File: src/rtl/asram_pkg.sv
package asram_pkg;

  typedef enum logic [2:0] {
    ST_IDLE, ST_WPULSE, ST_WREC, ST_RACC, ST_RREL
  } ctlState_t;

  // strobes from control to datapath, all active high
  typedef struct packed {
    logic load;
    logic selNOn;
    logic selOn;
    logic weOn;
    logic oeOn;
    logic drive;
    logic capture;
  } strobe_t;

  function automatic int cycCeil(input int ns, input int clkPs);
    return (ns * 1000 + clkPs - 1) / clkPs;
  endfunction

  function automatic int maxOf(input int a, input int b);
    return (a > b) ? a : b;
  endfunction

endpackage

File: src/rtl/asram_ctrl.sv
module asram_ctrl
  import asram_pkg::*;
#(
  parameter int PW   = 4,
  parameter int RC   = 2,
  parameter int ACC  = 3,
  parameter int REL  = 2,
  parameter int TURN = 1,
  parameter int MODE = 0,
  parameter int CW   = 3
) (
  input  logic    clk,
  input  logic    rstN,
  input  logic    reqValid,
  input  logic    reqWrite,
  output logic    reqReady,
  output logic    rspValid,
  output strobe_t strb
);

  localparam logic [CW-1:0] PW_END  = CW'(PW - 1);
  localparam logic [CW-1:0] RC_END  = CW'(RC - 1);
  localparam logic [CW-1:0] ACC_END = CW'(ACC - 1);
  localparam logic [CW-1:0] REL_END = CW'(REL - 1);
  // strobes that stay asserted for the first recovery cycle
  localparam bit KEEP_WE   = (MODE != 0);
  localparam bit KEEP_SELN = (MODE != 1);
  localparam bit KEEP_SEL  = (MODE != 2);

  ctlState_t state;
  logic [CW-1:0] cnt;

  always_comb begin
    strb     = '0;
    reqReady = (state == ST_IDLE);
    case (state)
      ST_IDLE:   strb.load = reqValid;
      ST_WPULSE: begin
        strb.selNOn = 1'b1;
        strb.selOn  = 1'b1;
        strb.weOn   = 1'b1;
        strb.drive  = (int'(cnt) >= TURN);
      end
      ST_WREC: begin
        strb.selNOn = KEEP_SELN && (cnt == '0);
        strb.selOn  = KEEP_SEL  && (cnt == '0);
        strb.weOn   = KEEP_WE   && (cnt == '0);
      end
      ST_RACC: begin
        strb.selNOn  = 1'b1;
        strb.selOn   = 1'b1;
        strb.oeOn    = 1'b1;
        strb.capture = (cnt == ACC_END);
      end
      default: ;
    endcase
  end

  always_ff @(posedge clk or negedge rstN) begin
    if (!rstN) begin
      state    <= ST_IDLE;
      cnt      <= '0;
      rspValid <= 1'b0;
    end else begin
      rspValid <= strb.capture;
      case (state)
        ST_IDLE: if (reqValid) begin
          state <= reqWrite ? ST_WPULSE : ST_RACC;
          cnt   <= '0;
        end
        ST_WPULSE: if (cnt == PW_END) begin
          state <= ST_WREC;
          cnt   <= '0;
        end else cnt <= cnt + 1'b1;
        ST_WREC: if (cnt == RC_END) state <= ST_IDLE;
                 else cnt <= cnt + 1'b1;
        ST_RACC: if (cnt == ACC_END) begin
          state <= ST_RREL;
          cnt   <= '0;
        end else cnt <= cnt + 1'b1;
        ST_RREL: if (cnt == REL_END) state <= ST_IDLE;
                 else cnt <= cnt + 1'b1;
        default: state <= ST_IDLE;
      endcase
    end
  end

endmodule

File: src/rtl/asram_dpath.sv
module asram_dpath
  import asram_pkg::*;
#(
  parameter int ADDR_W = 17,
  parameter int DATA_W = 8
) (
  input  logic              clk,
  input  logic              rstN,
  input  strobe_t           strb,
  input  logic [ADDR_W-1:0] reqAddr,
  input  logic [DATA_W-1:0] reqWdata,
  input  logic [DATA_W-1:0] memDin,
  output logic [DATA_W-1:0] rspRdata,
  output logic [ADDR_W-1:0] memAddr,
  output logic [DATA_W-1:0] memDout,
  output logic              memDoe,
  output logic              memSelN,
  output logic              memSel,
  output logic              memWeN,
  output logic              memOeN
);

  logic [ADDR_W-1:0] addrQ;
  logic [DATA_W-1:0] wdataQ;
  logic [DATA_W-1:0] rdataQ;

  always_ff @(posedge clk or negedge rstN) begin
    if (!rstN) begin
      addrQ  <= '0;
      wdataQ <= '0;
      rdataQ <= '0;
    end else begin
      if (strb.load) begin
        addrQ  <= reqAddr;
        wdataQ <= reqWdata;
      end
      if (strb.capture) rdataQ <= memDin;
    end
  end

  assign memAddr  = addrQ;
  assign memDout  = wdataQ;
  assign memDoe   = strb.drive;
  assign memSelN  = ~strb.selNOn;
  assign memSel   = strb.selOn;
  assign memWeN   = ~strb.weOn;
  assign memOeN   = ~strb.oeOn;
  assign rspRdata = rdataQ;

endmodule

File: src/rtl/asram_bridge.sv
module asram_bridge
  import asram_pkg::*;
#(
  parameter int ADDR_W     = 17,
  parameter int DATA_W     = 8,
  parameter int WRITE_MODE = 0,
  parameter int CLK_PS     = 4000,
  parameter int T_ACC_NS   = 12,
  parameter int T_WP_NS    = 13,
  parameter int T_DS_NS    = 8,
  parameter int T_REC_NS   = 5,
  parameter int T_TURN_NS  = 4,
  parameter int T_REL_NS   = 8
) (
  input  logic              clk,
  input  logic              rstN,
  input  logic              reqValid,
  output logic              reqReady,
  input  logic              reqWrite,
  input  logic [ADDR_W-1:0] reqAddr,
  input  logic [DATA_W-1:0] reqWdata,
  output logic              rspValid,
  output logic [DATA_W-1:0] rspRdata,
  output logic [ADDR_W-1:0] memAddr,
  output logic [DATA_W-1:0] memDout,
  input  logic [DATA_W-1:0] memDin,
  output logic              memDoe,
  output logic              memSelN,
  output logic              memSel,
  output logic              memWeN,
  output logic              memOeN
);

  localparam int ACC_C  = maxOf(cycCeil(T_ACC_NS, CLK_PS), 1);
  localparam int WP_C   = maxOf(cycCeil(T_WP_NS, CLK_PS), 1);
  localparam int DS_C   = maxOf(cycCeil(T_DS_NS, CLK_PS), 1);
  localparam int TURN_C = cycCeil(T_TURN_NS, CLK_PS);
  localparam int RC_C   = maxOf(cycCeil(T_REC_NS, CLK_PS), 1);
  localparam int REL_C  = maxOf(cycCeil(T_REL_NS, CLK_PS), 1);
  localparam int PW_C   = maxOf(WP_C, TURN_C + DS_C);
  localparam int MAX_C  = maxOf(maxOf(PW_C, RC_C), maxOf(ACC_C, REL_C));
  localparam int CW     = $clog2(MAX_C + 1);

  strobe_t strb;

  asram_ctrl #(
    .PW(PW_C), .RC(RC_C), .ACC(ACC_C), .REL(REL_C),
    .TURN(TURN_C), .MODE(WRITE_MODE), .CW(CW)
  ) u_ctrl (
    .clk(clk), .rstN(rstN), .reqValid(reqValid), .reqWrite(reqWrite),
    .reqReady(reqReady), .rspValid(rspValid), .strb(strb)
  );

  asram_dpath #(.ADDR_W(ADDR_W), .DATA_W(DATA_W)) u_dpath (
    .clk(clk), .rstN(rstN), .strb(strb), .reqAddr(reqAddr),
    .reqWdata(reqWdata), .memDin(memDin), .rspRdata(rspRdata),
    .memAddr(memAddr), .memDout(memDout), .memDoe(memDoe),
    .memSelN(memSelN), .memSel(memSel), .memWeN(memWeN), .memOeN(memOeN)
  );

endmodule

File: config.mk
export PLATFORM = sky130hd
export DESIGN_NAME = asram_bridge
export DESIGN_NICKNAME = d
export VERILOG_FILES = /design/src/rtl/asram_pkg.sv /design/src/rtl/asram_ctrl.sv /design/src/rtl/asram_dpath.sv /design/src/rtl/asram_bridge.sv
export SDC_FILE = /design/constraint.sdc
export NUM_CORES = 1
export LEC_CHECK = 0
export BUFFER_PORTS_ARGS = -buffer_cell sky130_fd_sc_hd__buf_2
export CAP_MARGIN = 15
export CORE_AREA = 2 2 68 119
export DETAILED_ROUTE_END_ITERATION = 10
export DIE_AREA = 0 0 70 121
export SLEW_MARGIN = 10
export SYNTH_ARGS = -nofsm -noshare
export SYNTH_HDL_FRONTEND = slang
export SYNTH_HIERARCHICAL = 1
export SYNTH_SLANG_ARGS = --single-unit
File: constraint.sdc
create_clock -name clk -period 4.25 [get_ports clk]
set_clock_uncertainty 0.2 [all_clocks]
set_input_delay 0 -clock clk [delete_from_list [all_inputs] [get_ports clk]]
set_output_delay 0 -clock clk [all_outputs]
set_load 0.05 [all_outputs]
==> results by group <==
Run status
  • Outcome: finished, final reports clean

Routing
  • 1st-iter DRT viols: 34
  • Vias per inst: 4.35
  • Residual DRC: 0
  • Initial DRT Pass Iterations: 4
  • Routed vias: 1515
  • ANT nets after route: 0
  • WL final: 4670 um
  • Wirelength per Cell: 13.4 um

Clock network
  • Worst-path clk slew: 60 ps
  • Postcts setup bufs: 0
  • CTS buffer count: 5
  • CTS Sinks: 40
  • Max clock buf depth: 2
  • Clock root cell: clkbuf_16
  • Clock Latency Late Sink: 280 ps
  • CTS tree: done
  • H-tree Lvls: 2

Setup path
  • Buf/Inv on CP: 0
  • Top delay family on crit path: simple AND/OR/NAND/NOR gates
  • Crit Path Category: flop to flop
  • Kind of end point of the critical path: flop
  • Crit-path max cell delay: 670 ps
  • Cell-by-cell trace of the critical path: nand3_1 > nor2_1 > mux2_2
  • Critical Path Fanout Max: 18
  • Startpoint class of the critical path: flop
  • Critical Path RT: 4220 ps
  • CP arrival: 2210 ps
  • Slowest CP cell: dfrtp_1
  • Reg-to-reg slack, setup: 2010 ps

Logic synthesis
  • Synth Area per Inst: 13.2 um^2
  • Synthesized flop and latch total: 40
  • Sequential area share after synthesis: 50.8%
  • Post-Syn Area: 1970 um^2
  • Ys Warns: 6
  • Synthesized Nets: 192
  • Distinct cells, synth: 35
  • Cells after synthesis: 149

STA
  • Measured slew at the worst slew-check pin: 873 ps
  • Fin crit share: 52.7%
  • Setup TNS: 0 ps
  • Final hold violation count: 0
  • Final setup fails: 0
  • RSZ-0062 raised after global routing: false
  • Rel. slew slack: 41.8%
  • Min Tclk post-route: 2240 ps
  • Fmax: 446 MHz
  • Final Max Tran Viols: 0

Worst hold path
  • Type of the worst min-delay path: input pin to asynchronous set/reset pin

Final layout
  • Final Instance Area: 2900 um^2
  • Antenna cells: 0
  • Commonest non-fill, non-tap cell in the layout: buf_2
  • Fillcell total: 721
  • Commonest cells after routing, fill and taps aside: 76 x buf_2, 40 x dfrtp_1, 37 x dlygate4sd3_1
  • Nets: 302
  • Layout area overhead: 47.2%
  • Fin util: 38.9%
  • Layout cell share with drive strength beyond 1: 46.5%

Die
  • IO Pins: 77
  • Die footprint: 8470 um^2
  • Die Span X: 70 um
  • Core Region: 7460 um^2
  • Initial Util: 26.4%
  • Row cnt: 42
  • DIE HEIGHT: 121 um

Global route
  • Largest net degree at the start of global routing: 41
  • Vias in the first global route: 1602
  • First-pass GRT wire length: 7310 um
  • GRT Resource Usage Total: 10.9%
  • Antenna violations before repair: 0
  • GRT overflow: 0

Placed design
  • GP Congestion: 0.826
  • DP HPWL: 3150 um
  • Placed instance area: 2360 um^2
  • PortBufs: 76

Run
  • # Max-Cap Violations: 0
[worst reg2reg max path, delay by kind of cell, from the launching register on]
family	cells	cell delay [ps]
DFF	1	670
and+or+nand+nor	2	850
muxes	1	410
[layer usage]
layer	GRT usage, %	vias up	part of all wire [%]
met1	10.9	717	37
met5	0	-	0
met4	6.73	0	4.2
met3	2.08	15	4.2
met2	20.2	52	54
li1	-	731	-
[flip-flops by register name, indices dropped and copies added (netlist names)]
name              flops
u_ctrl/cnt            3
u_dpath/memDout       8
u_ctrl/state          3
u_ctrl/rspValid       1
u_dpath/memAddr      17
u_dpath/rspRdata      8
[worst paths after layout]
check / from / end / depth (start not counted)
max: u_ctrl/state[1]$_DFFE_PN0P_ / u_dpath/rspRdata[7]$_DFFE_PN0P_ / 3
min: rstN / u_dpath/memAddr[6]$_DFFE_PN0P_ / 2
max reg2reg: u_ctrl/state[1]$_DFFE_PN0P_ / u_dpath/rspRdata[7]$_DFFE_PN0P_ / 3
min reg2reg: u_dpath/memAddr[5]$_DFFE_PN0P_ / u_dpath/memAddr[5]$_DFFE_PN0P_ / 1
max in group asynchronous: rstN / u_ctrl/state[0]$_DFFE_PN0P_ / 2
min in group clk: memDin[2] / u_dpath/rspRdata[2]$_DFFE_PN0P_ / 3
[area by class of cell]
cell class	instances	area [um^2]	area share [%]
Sequential cell	40	1000	34.5
Multi-Input combinational cell	87	818	28.2
Timing Repair Buffer	114	758	26.1
Clock buffer	5	125	4.31
Tap cell	88	110	3.80
Clock inverter	3	46.3	1.60
Inverter	11	41.3	1.42
[kinds of logic (layout without fill, tap and decap cells)]
logic type | Yosys count | count (layout) | share of synthesized area, %
AND/OR/NAND/NOR | 25 | 25 | 7.05
multiplexers | 34 | 34 | 23.2
adder cells (fa/ha/maj) | 6 | 6 | 3.81
buffers and inverters | 22 | 133 | 7.68
AO/OA/AOI/OAI | 21 | 21 | 7.05
flip-flops | 40 | 40 | 50.8
XOR/XNOR | 1 | 1 | 0.445
[synthesized netlist by cell type]
cell,instances,area share [%]
a22oi_1,1,0.38
nor2_1,5,0.95
and2b_2,1,0.44
o21ai_0,2,0.51
a211oi_2,1,0.63
buf_6,2,1.1
a2111o_1,1,0.57
a31oi_1,2,0.63
o22ai_1,1,0.32
buf_2,2,0.51
nand2b_1,1,0.32
nor4_1,1,0.32
nand2_1,2,0.38
nand3_1,2,0.51
buf_4,5,1.9
nor2b_1,4,1.3
and2_1,1,0.32
o2bb2ai_1,1,0.44
nand2b_2,1,0.44
buf_12,2,2.0
a21o_1,1,0.38
mux2_4,20,15
o311ai_1,1,0.44
ha_1,6,3.8
o41ai_1,1,0.44
mux2i_1,1,0.51
mux2_2,13,7.4
o21ai_1,6,1.5
dfrtp_1,40,51
nor3b_1,2,0.76
or2_1,1,0.32
xnor2_1,1,0.44
a21oi_1,3,0.76
inv_1,11,2.1
nor3_1,4,1.0
[metrics by stage]
step,hold slack (ps),std cells,worst slack [ps]
final,175,348,2010
after CTS,227,348,1990
after floorplan,-496,149,1440
after global placement,-32.2,303,2080
after detailed placement,-11.1,303,1990
after global routing,273,348,1810
[timing repair]
action | 4_1_cts | 5_1_grt
hold buffers | 37 | 0
resized for setup | 0 | 0
endpoints found under the hold margin | 76 | 0
Power is not shown: default switching activity piles up to over one toggle a cycle in this logic, so the estimate is an artifact.
